==> src/rtl/arb_seq_pkg.sv <==
package arb_seq_pkg;
  localparam int unsigned SEQ_STATE_W = 3;
  localparam int unsigned SEQ_OUT_W   = 4;
  localparam int unsigned SEQ_DEPTH   = 1 << SEQ_STATE_W;
  // entry 0 in the low nibble: 0,4,2,8,10,0,11,9
  localparam logic [SEQ_DEPTH*SEQ_OUT_W-1:0] SEQ_DEFAULT_TABLE = 32'h9B0A_8240;
endpackage

==> src/rtl/arb_seq_tff.sv <==
module arb_seq_tff (
  input  logic clk_i,
  input  logic rst_ni,
  input  logic t_i,
  output logic q_o
);
  always_ff @(posedge clk_i or negedge rst_ni) begin
    if (!rst_ni)  q_o <= 1'b0;
    else if (t_i) q_o <= ~q_o;
  end
endmodule

==> src/rtl/arb_seq_state_ctr.sv <==
module arb_seq_state_ctr #(
  parameter int unsigned STATE_W = 3
) (
  input  logic               clk_i,
  input  logic               rst_ni,
  output logic [STATE_W-1:0] state_o
);
  localparam logic [STATE_W-1:0] STATE_MAX = '1;

  logic [STATE_W-1:0] tog;

  // synchronous toggle chain: bit i flips when all lower bits are 1
  for (genvar i = 0; i < STATE_W; i++) begin : g_bit
    if (i == 0) begin : g_lsb
      assign tog[i] = 1'b1;
    end else begin : g_upper
      assign tog[i] = &state_o[i-1:0];
    end
    arb_seq_tff u_tff (
      .clk_i (clk_i),
      .rst_ni(rst_ni),
      .t_i   (tog[i]),
      .q_o   (state_o[i])
    );
  end

  always @(posedge clk_i) begin
    if (!rst_ni) assert_reset_state_R1: assert (state_o == '0)
      else $error("state not cleared in reset");
  end

  assert_step_R2: assert property (@(posedge clk_i) disable iff (!rst_ni)
    1'b1 |=> (state_o == $past(state_o) + 1'b1));

  assert_wrap_R7: assert property (@(posedge clk_i) disable iff (!rst_ni)
    (state_o == STATE_MAX) |=> (state_o == '0));
endmodule

==> src/rtl/arb_seq_decode.sv <==
module arb_seq_decode #(
  parameter int unsigned STATE_W = 3,
  parameter int unsigned OUT_W   = 4,
  parameter int unsigned DEPTH   = 1 << STATE_W,
  parameter logic [DEPTH*OUT_W-1:0] TABLE = '0
) (
  input  logic [STATE_W-1:0] state_i,
  output logic [OUT_W-1:0]   seq_o
);
  always_comb begin
    seq_o = TABLE[state_i*OUT_W +: OUT_W];
  end

  always_comb begin
    assert_known_R4: assert ($isunknown(state_i) || !$isunknown(seq_o))
      else $error("decode output unknown");
  end
endmodule

==> src/rtl/arb_seq_counter.sv <==
module arb_seq_counter
  import arb_seq_pkg::*;
#(
  parameter int unsigned STATE_W = SEQ_STATE_W,
  parameter int unsigned OUT_W   = SEQ_OUT_W,
  parameter logic [(1<<STATE_W)*OUT_W-1:0] SEQ_TABLE = SEQ_DEFAULT_TABLE
) (
  input  logic             clk_i,
  input  logic             rst_ni,
  output logic [OUT_W-1:0] seq_o
);
  localparam int unsigned DEPTH = 1 << STATE_W;

  logic [STATE_W-1:0] state;

  arb_seq_state_ctr #(.STATE_W(STATE_W)) u_ctr (
    .clk_i  (clk_i),
    .rst_ni (rst_ni),
    .state_o(state)
  );

  arb_seq_decode #(
    .STATE_W(STATE_W),
    .OUT_W  (OUT_W),
    .DEPTH  (DEPTH),
    .TABLE  (SEQ_TABLE)
  ) u_dec (
    .state_i(state),
    .seq_o  (seq_o)
  );

  assert_reset_out_R6: assert property (@(posedge clk_i)
    !rst_ni |-> (seq_o == SEQ_TABLE[OUT_W-1:0]));
endmodule

==> config.mk <==
export PLATFORM = sky130hd
export DESIGN_NAME = arb_seq_counter
export DESIGN_NICKNAME = d
export VERILOG_FILES = /design/src/rtl/arb_seq_pkg.sv /design/src/rtl/arb_seq_tff.sv /design/src/rtl/arb_seq_state_ctr.sv /design/src/rtl/arb_seq_decode.sv /design/src/rtl/arb_seq_counter.sv
export SDC_FILE = /design/constraint.sdc
export NUM_CORES = 1
export LEC_CHECK = 0
export BUFFER_PORTS_ARGS = -buffer_cell sky130_fd_sc_hd__buf_4
export CORE_AREA = 2 2 39 41
export CTS_CLUSTER_DIAMETER = 30
export DETAILED_ROUTE_END_ITERATION = 16
export DIE_AREA = 0 0 41 43
export PLACE_DENSITY_LB_ADDON = 0.2
export SETUP_SLACK_MARGIN = 0.3
export SYNTH_ARGS = -nofsm -noshare
export SYNTH_HDL_FRONTEND = slang
export SYNTH_HIERARCHICAL = 1
export SYNTH_SLANG_ARGS = --single-unit
==> constraint.sdc <==
create_clock -name clk_i -period 1.8 [get_ports clk_i]
set_clock_uncertainty 0.05 [all_clocks]
set_input_delay 0.36 -clock clk_i [delete_from_list [all_inputs] [get_ports clk_i]]
set_output_delay 0.36 -clock clk_i [all_outputs]
set_load 0.01 [all_outputs]
### Word-level counts from Yosys, hierarchy flattened

Index checks and enable logic that the tools add are counted.

| storage, ports and cells | value |
|---|---|
| flip-flop bits (word level) | 3 |
| output and inout bits | 4 |
| word-level logic and storage cells | 8 |
| input bits | 2 |

| cells by class | value |
|---|---|
| reduce and logical (&&, ||, !) cells | 1 |
| shift-type cells | 1 |
| bitwise gates (word level) | 3 |

Operators by type and width:

| kind | number |
|---|---|
| indexed part select 32 x 6 -> 4 bit (first input constant) | 1 |
| inverter 1 bit | 3 |
| AND reduction 2 bit | 1 |

### Longest topological paths before layout

Gate-level depths: netlist of the first run.

| logic depth | value |
|---|---|
| depth after elaboration | 1 |
| gate-level depth with buffers | 2 |
| mapped depth without buffers | 2 |

### Modules after synthesis

Netlist of the first run, hierarchy kept.

Modules (own cells, without submodules):

| module | times used | cells each | sequential area each (um^2) | area each (um^2) |
|---|---|---|---|---|
| arb_seq_tff | 3 | 2 | 25.0 | 33.8 |
| arb_seq_decode | 1 | 4 | 0.0 | 38.8 |
| arb_seq_state_ctr | 1 | 3 | 0.0 | 17.5 |

### Worst setup path before layout of the first run

Ideal clock, no wire load.

| timing path | value |
|---|---|
| kind | flip-flop to output port |
| start | register u_ctr.g_bit[0].u_tff.q_o |
| end | output port seq_o[3] |
| buffers on the path | 1 |
| data required time | 1.390 ns |
| path slack | 0.552 ns |
| arrival time | 0.838 ns |
| stages on the path, launching flop included | 3 |
| path through | dfrtp_1 > buf_4 > mux2_4 |

| on the way | value |
|---|---|
| cells in the longest elaborated chain, start to end | 1 |

Ends and longest elaborated chain:

| item | line | RTL |
|---|---|---|
| start: declaration | arb_seq_tff.sv:5 | `output logic q_o` |
| start signal: assignment | arb_seq_tff.sv:9 | `else if (t_i) q_o <= ~q_o;` |
| indexed part select 32 x 6 -> 4 bit | arb_seq_decode.sv:11 | `seq_o = TABLE[state_i*OUT_W +: OUT_W];` |
| end: declaration | arb_seq_counter.sv:10 | `output logic [OUT_W-1:0] seq_o` |

Every way passes these cells.

### Final worst setup path of the first run

Ends and elaborated chain as after synthesis.

==> out/metrics.yaml, run 1 <==
timing:
  min_period_ns: 1.48
  rsz0062_at_grt: "yes"
  setup_viol: 0
  fin_setup_tns_ns: 0
  drv_slew: 0
  hold_violations: 0
  period_share: 0.823
  max_freq_mhz: 675
cells_and_area:
  area_growth_pct: 62.7
  fillers: 152
  layout_commonest_cell: "buf_4"
  largest_register_ffs: 3
  top_regs: "u_ctr/g_bit.u_tff/q_o x3"
  layout_common_cells: "5 x buf_4, 3 x clkbuf_4, 3 x xor2_1"
  drive_above_1_share: 0.478
  final_nets: 26
  seqCellArea_sq_um: 76.3
  multiInputGateArea_sq_um: 75.1
  largest-register: "u_ctr/g_bit.u_tff/q_o"
  n_antenna_cell: 0
critical_path:
  endpoint_kind: "primary output"
  arrival_ns: 1.07
  setup.worst_path.start: "u_ctr/g_bit[0].u_tff/q_o$_DFFE_PN0P_"
  critPathKind: "flip-flop to primary output"
  path_max_fanout: 4
  worstSetupStartpointType: "flip-flop"
  crit_required_ns: 1.39
  r2r-start: "u_ctr/g_bit[0].u_tff/q_o$_DFFE_PN0P_"
pwr:
  p_comb_frac: 0.492
  p_int_uw: 357
  p_sw_uw: 182
  peakVddDrop_uv: 517
  p_clk_frac: 0.223
  p_leak_nw: 0.123
  swShare: 0.337
  power_uw: 539
  cellPowerDensity_nw_per_um2: 2100
  seq_power_share: 0.285
clocking:
  clk_latency_ns: 0.23
  clk_pin_slew_ns: 0.04
  h-tree-depth: 1
  cts_tree: "done"
  cts_buffers: 3
  cts_buffer_depth: 2
  root_buffer: "clkbuf_4"
  cts.sinks: 3
synth:
  synth.area.top_cells: "dfrtp_1 48%, xor2_1 17%, mux2_4 9.5%, and2_1 7.9%, o21ba_1 6.3%"
  ys_seq_area_frac: 0.476
  syn-num-nets: 15
  syn_area_sq_um: 158
  synthAdderAreaFrac: 0
  yosysWarnings: 6
  synth-xor-area-share: 0.167
  muxShareOfSynthArea: 0.0952
  syn_inst: 13
  yosysTopAreaCell: "dfrtp_1"
  avgSynthCellArea_sq_um: 12.1
  synth-compound-area-share: 0.0635
  netlist.area_leader.share: 0.476
  synth_seq_cells: 3
  yosysUniqueCellTypes: 8
  yosys.area_share.simple: 0.127
  synth_top_family_by_area: "XOR/XNOR gates"
global_route:
  grt.overflow.total: 0
  grt_pass1_wl_um: 448
  first_global_vias: 123
  grtUsageTotal: 0.0473
  grt_max_degree: 7
  antenna_found_initial: 0
die:
  fp.dieArea_sq_um: 1760
  start_util: 0.114
  fp-row-count: 14
  pin_count: 6
  core_area_sq_um: 1380
  die_y_um: 43
  die_x_um: 41
hold_path:
  hold_class: "input port to async pin"
drt:
  viasPerCell: 2.90
  drc: 0
  dr.pass1.iters: 1
  drt-initial-drc-count: 0
  wire_per_inst_um: 7.62
  ant_nets: 0
  wl_um: 297
  via_count: 113
place:
  portBuffers: 5
  gp_congestion: 0.573
flow_run:
  max-cap-violations: 0
outcome:
  status: "completed"
power by group through the flow:
| stage | Combinational (mW) | Sequential, mW | Clock [mW] |
|---|---|---|---|
| after CTS | 0.269 | 0.153 | 0.126 |
| after global placement | 0.227 | 0.155 | 0 |
| after floorplan | 0.154 | 0.144 | 0 |
| after detailed placement | 0.226 | 0.159 | 0 |
| after global routing | 0.294 | 0.158 | 0.131 |
| final | 0.265 | 0.154 | 0.120 |
per-layer routing:
layer | wire, um | vias to the layer above | share of wire | global-route usage
met5 | 0 | - | 0 | 0
met4 | 14 | 0 | 0.047 | 0.100
met3 | 44 | 2 | 0.15 | 0.0209
met2 | 103 | 8 | 0.35 | 0.0438
met1 | 135 | 45 | 0.45 | 0.0455
li1 | - | 58 | - | -
through the flow:
| step | utilization | instances | hold slack [ns] | instance area (sq um) | setup WS [ns] |
|---|---|---|---|---|---|
| 4_1_cts | 0.185 | 39 | 0.389 | 256 | 0.309 |
| 6_report | 0.185 | 39 | 0.396 | 256 | 0.319 |
| 5_1_grt | 0.185 | 39 | 0.408 | 256 | 0.292 |
| 2_1_floorplan | - | 13 | 0.0144 | 158 | 0.552 |
| 3_3_place_gp | 0.150 | 33 | 0.0995 | 208 | 0.528 |
| 3_5_place_dp | 0.150 | 33 | 0.0997 | 208 | 0.511 |
area by class of cell:
| class | count | share of cell area |
|---|---|---|
| Clock buffer | 4 | 0.102 |
| Multi-Input combinational cell | 9 | 0.293 |
| Sequential cell | 3 | 0.298 |
| Timing Repair Buffer | 7 | 0.229 |
| Tap cell | 16 | 0.0780 |
worst max-delay path, cell delays in order, from the launching register on:
cell	delay (ns)
dfrtp_2	0.42
mux2_4	0.30
buf_6	0.12
final timing paths:
path	to	slack, ns	depth (start not counted)
setup / recovery	seq_o[3]	0.32	2
hold / removal	u_ctr/g_bit[1].u_tff/q_o$_DFFE_PN0P_	0.40	2
setup reg to reg	u_ctr/g_bit[2].u_tff/q_o$_DFFE_PN0P_	0.77	3
hold reg to reg	u_ctr/g_bit[2].u_tff/q_o$_DFFE_PN0P_	0.49	1
max in group asynchronous	u_ctr/g_bit[0].u_tff/q_o$_DFFE_PN0P_	1.20	2
min in group clk_i	u_ctr/g_bit[2].u_tff/q_o$_DFFE_PN0P_	0.49	1
timing repair:
action / 4_1_cts / 5_1_grt
setup buffers: 1 / 0
setup endpoints to repair: 1 / 1
endpoints found under the hold margin: 3 / 0
resized for setup: 2 / 0
hold buffers: 1 / 0
cells by family (layout without fill, tap and decap cells):
group / Yosys count / after routing
AOI/OAI and AO/OA: 1 / 1
xor gates and xnor gates: 3 / 3
buffers and inverters: 1 / 11
DFF: 3 / 3
muxes: 1 / 1
other: 1 / 1
and+or+nand+nor: 3 / 3
cells in the mapped netlist:
master / instances
dfrtp_1: 3
xor2_1: 3
and2_1: 2
buf_4: 1
conb_1: 1
mux2_4: 1
nor3b_1: 1
o21ba_1: 1
(Power assumes the default switching activity.)
==> inputs of run 2 (changes only) <==
- clock period: 1.8 -> 1.5 ns (I/O delays scaled with it)
==> out/metrics.yaml, run 2 (synthesized netlist as in run 1, its figures left out) <==
pwr:
  p_leak_nw: 0.132
  p_clk_frac: 0.198
  p_int_uw: 484
  power_uw: 711
  cellPowerDensity_nw_per_um2: 2530
  seq_power_share: 0.273
  p_sw_uw: 227
  swShare: 0.320
  peakVddDrop_uv: 680
  p_comb_frac: 0.529
timing:
  hold_violations: 0
  fin_setup_tns_ns: 0
  period_share: 0.947
  min_period_ns: 1.42
  rsz0062_at_grt: "yes"
  max_freq_mhz: 704
  drv_slew: 0
  setup_viol: 0
global_route:
  grt_max_degree: 7
  antenna_found_initial: 0
  met3_usage: 0.0314
  use_met2: 0.0375
  grtUsageTotal: 0.0453
  grt.overflow.total: 0
  first_global_vias: 117
  busiest_layer: "met4"
  grt_pass1_wl_um: 462
  met1_usage: 0.0584
place:
  gp_congestion: 0.552
  portBuffers: 5
  dpl_cell_area_sq_um: 208
clocking:
  cts.sinks: 3
  cts_buffers: 3
  cts_buffer_depth: 2
  clk_pin_slew_ns: 0.04
  cts_tree: "done"
  root_buffer: "clkbuf_4"
  clk_latency_ns: 0.23
  h-tree-depth: 1
critical_path:
  r2r-start: "u_ctr/g_bit[0].u_tff/q_o$_DFFE_PN0P_"
  path_max_fanout: 4
  critPathKind: "flip-flop to primary output"
  arrival_ns: 1.07
  crit_required_ns: 1.15
  reg2reg_slack_ns: 0.47
  endpoint_kind: "primary output"
  worstSetupStartpointType: "flip-flop"
  reg2regPathDepth: 3
  r2r_end: "u_ctr/g_bit[2].u_tff/q_o$_DFFE_PN0P_"
die:
  start_util: 0.114
  die_x_um: 41
  core_area_sq_um: 1380
  fp.dieArea_sq_um: 1760
  fp-row-count: 14
  die_y_um: 43
  pin_count: 6
cells_and_area:
  largest-register: "u_ctr/g_bit.u_tff/q_o"
  n_antenna_cell: 0
  final_cell_area_sq_um: 282
  final_util: 0.203
  top_regs: "u_ctr/g_bit.u_tff/q_o x3"
  layout_common_cells: "4 x buf_4, 3 x clkbuf_4, 3 x buf_6, 3 x xor2_1, 3 x dfrtp_2"
  area_growth_pct: 78.6
  drive_above_1_share: 0.667
  layout_commonest_cell: "buf_4"
  final_nets: 27
  fillers: 155
  largest_register_ffs: 3
drt:
  wire_per_inst_um: 7.38
  dr.pass1.iters: 1
  wl_um: 295
  via_count: 123
  drc: 0
  viasPerCell: 3.08
  drt-initial-drc-count: 0
  ant_nets: 0
hold_path:
  hold_class: "input port to async pin"
outcome:
  status: "completed"
flow_run:
  max-cap-violations: 0
run 2: cell types whose count changed in the layout (fill, tap and decap cells not counted):
cell	change
buf_6	+2
dfrtp_1	-2
dfrtp_2	+2
and2_1	-1
and2_4	+1
buf_4	-1
nor3b_1	-1
nor3b_2	+1
run 2: timing repair:
action / CTS / global route
endpoints found under the hold margin: 3 / 0
endpoints found under the setup margin: 4 / 4
hold buffers: 1 / 0
buffers inserted: 2 / 0
gates resized for setup: 3 / 5
pin swaps: 1 / 1
run 2: how the worst max path moves through the flow:
stage / startpoint / to / slack [ns] / depth (start not counted)
detailed placement: u_ctr/g_bit[0].u_tff/q_o$_DFFE_PN0P_ / seq_o[3] / 0.25 / 2
CTS: u_ctr/g_bit[0].u_tff/q_o$_DFFE_PN0P_ / seq_o[3] / 0.07 / 2
finish: u_ctr/g_bit[0].u_tff/q_o$_DFFE_PN0P_ / seq_o[3] / 0.08 / 2
global route: u_ctr/g_bit[0].u_tff/q_o$_DFFE_PN0P_ / seq_o[3] / 0.05 / 2
floorplan: u_ctr/g_bit[0].u_tff/q_o$_DFFE_PN0P_ / seq_o[3] / 0.31 / 2
global placement: u_ctr/g_bit[0].u_tff/q_o$_DFFE_PN0P_ / seq_o[3] / 0.27 / 2
run 2: layer usage:
layer,up-vias,wire length (um)
met3,0,31
met5,-,0
met1,57,138
li1,60,-
met2,6,125
met4,0,0
run 2: per-stage QoR:
stage | instances | setup WS, ns | hold WS [ns]
4_1_cts | 40 | 0.0684 | 0.329
5_1_grt | 40 | 0.0538 | 0.355
6_report | 40 | 0.0798 | 0.343
2_1_floorplan | 13 | 0.312 | -0.0456
3_5_place_dp | 33 | 0.250 | 0.0409
3_3_place_gp | 33 | 0.272 | 0.0392
run 2: final cells by class:
type,instances,area [sq um],area share
clock buffers,4,26.3,0.0933
multi-input cells,9,82.6,0.293
flip-flops and latches,3,78.8,0.280
well taps,16,20.0,0.0711
repair buffers,8,73.8,0.262
run 2: power groups by stage:
stage	sequential, mW	clock (mW)	combinational (mW)
finish	0.194	0.141	0.376
CTS	0.181	0.151	0.350
global route	0.209	0.151	0.405
floorplan	0.173	0	0.185
detailed placement	0.193	0	0.265
global placement	0.187	0	0.262
run 2: worst max-delay path: stages (launching register included):
cell,delay (ns)
dfrtp_2,0.42
mux2_4,0.30
buf_6,0.12
==> inputs of run 3 (changes only) <==
==> constraint.sdc (replaced) <==
create_clock -name clk_i -period 1.5 [get_ports clk_i]
set_clock_uncertainty 0.05 [all_clocks]
set_input_delay 0.075 -clock clk_i [delete_from_list [all_inputs] [get_ports clk_i]]
set_output_delay 0.075 -clock clk_i [all_outputs]
set_load 0.01 [all_outputs]
==> out/metrics.yaml, run 3 (synthesized netlist as in run 1, its figures left out) <==
outcome:
  status: "completed"
drt:
  dr.pass1.iters: 1
  viasPerCell: 2.97
  wl_um: 291
  ant_nets: 0
  wire_per_inst_um: 7.46
  drt-initial-drc-count: 0
  drc: 0
  via_count: 116
pwr:
  p_leak_nw: 0.123
  peakVddDrop_uv: 715
  cellPowerDensity_nw_per_um2: 2470
global_route:
  grt.overflow.total: 0
  antenna_found_initial: 0
  first_global_vias: 117
  grtUsageTotal: 0.0453
  grt_pass1_wl_um: 462
  grt_max_degree: 7
clocking:
  clk_latency_ns: 0.23
  cts_buffer_depth: 2
  clk_pin_slew_ns: 0.04
  h-tree-depth: 1
  cts.sinks: 3
  cts_buffers: 3
  cts_tree: "done"
  root_buffer: "clkbuf_4"
timing:
  period_share: 0.797
  fin_setup_tns_ns: 0
  hold_violations: 0
  min_period_ns: 1.20
  drv_slew: 0
  rsz0062_at_grt: "yes"
  max_freq_mhz: 836
  setup_viol: 0
cells_and_area:
  area_growth_pct: 67.5
  n_antenna_cell: 0
  largest-register: "u_ctr/g_bit.u_tff/q_o"
  top_regs: "u_ctr/g_bit.u_tff/q_o x3"
  layout_commonest_cell: "buf_4"
  layout_common_cells: "5 x buf_4, 3 x clkbuf_4, 3 x xor2_1, 3 x dfrtp_2, 2 x and2_1"
  largest_register_ffs: 3
  fin_cells: 39
  fillers: 153
  final_nets: 26
  drive_above_1_share: 0.609
critical_path:
  critPathKind: "flip-flop to primary output"
  arrival_ns: 1.07
  endpoint_kind: "primary output"
  crit_required_ns: 1.37
  worstSetupStartpointType: "flip-flop"
  path_max_fanout: 4
die:
  pin_count: 6
  fp.dieArea_sq_um: 1760
  die_x_um: 41
  die_y_um: 43
  fp-row-count: 14
  start_util: 0.114
  core_area_sq_um: 1380
place:
  dp.cells: 33
  gp_congestion: 0.552
  portBuffers: 5
hold_path:
  hold_class: "input port to async pin"
flow_run:
  max-cap-violations: 0
-- run 3: through the flow --
stage	setup WS, ns	total power, mW	utilization	hold WS [ns]	instance area (sq um)
2_1_floorplan	0.537	0.357	-	-0.271	158
3_3_place_gp	0.497	0.449	0.150	-0.186	208
6_report	0.305	0.653	0.191	0.118	264
3_5_place_dp	0.475	0.457	0.150	-0.184	208
5_1_grt	0.279	0.709	0.191	0.130	264
4_1_cts	0.293	0.653	0.185	0.104	256
-- run 3: final timing paths --
| kind | startpoint | endpoint | slack, ns | cells after the start |
|---|---|---|---|---|
| hold / removal | rst_ni | u_ctr/g_bit[1].u_tff/q_o$_DFFE_PN0P_ | 0.12 | 2 |
| min in group clk_i | u_ctr/g_bit[2].u_tff/q_o$_DFFE_PN0P_ | u_ctr/g_bit[2].u_tff/q_o$_DFFE_PN0P_ | 0.46 | 1 |
| max in group asynchronous | rst_ni | u_ctr/g_bit[0].u_tff/q_o$_DFFE_PN0P_ | 1.18 | 2 |
| setup reg to reg | u_ctr/g_bit[0].u_tff/q_o$_DFFE_PN0P_ | u_ctr/g_bit[2].u_tff/q_o$_DFFE_PN0P_ | 0.47 | 3 |
| hold reg to reg | u_ctr/g_bit[2].u_tff/q_o$_DFFE_PN0P_ | u_ctr/g_bit[2].u_tff/q_o$_DFFE_PN0P_ | 0.46 | 1 |
| setup / recovery | u_ctr/g_bit[0].u_tff/q_o$_DFFE_PN0P_ | seq_o[3] | 0.30 | 2 |
-- run 3: per-layer routing --
| layer | wire [um] | track usage | vias to the layer above |
|---|---|---|---|
| li1 | - | - | 58 |
| met1 | 137 | 0.0584 | 52 |
| met2 | 117 | 0.0375 | 6 |
| met3 | 35 | 0.0314 | 0 |
| met4 | 0 | 0.0600 | 0 |
| met5 | 0 | 0 | - |
-- run 3: critical path, cell delays in order, from the launching register on --
cell     delay [ns]
dfrtp_2        0.42
mux2_4         0.30
buf_6          0.12
-- run 3: where the power goes --
| group | switching, mW | leakage (nW) | internal, mW |
|---|---|---|---|
| Clock | 0.0412 | 0.0150 | 0.0997 |
| Combinational | 0.113 | 0.0760 | 0.204 |
| Sequential | 0.0600 | 0.0320 | 0.135 |
-- run 3: area by class of cell --
class / instances / area (sq um) / share of cell area
well taps: 16 / 20.0 / 0.0758
multi-input cells: 9 / 80.1 / 0.303
clock buffers: 4 / 26.3 / 0.0995
repair buffers: 7 / 58.8 / 0.223
flip-flops and latches: 3 / 78.8 / 0.299
-- run 3: timing repair --
item,CTS,global route
endpoints found under the setup margin,2,2
cloned,0,0
gates resized for setup,2,3
endpoints found under the hold margin,3,0
hold buffers,1,0
buffers inserted,1,0
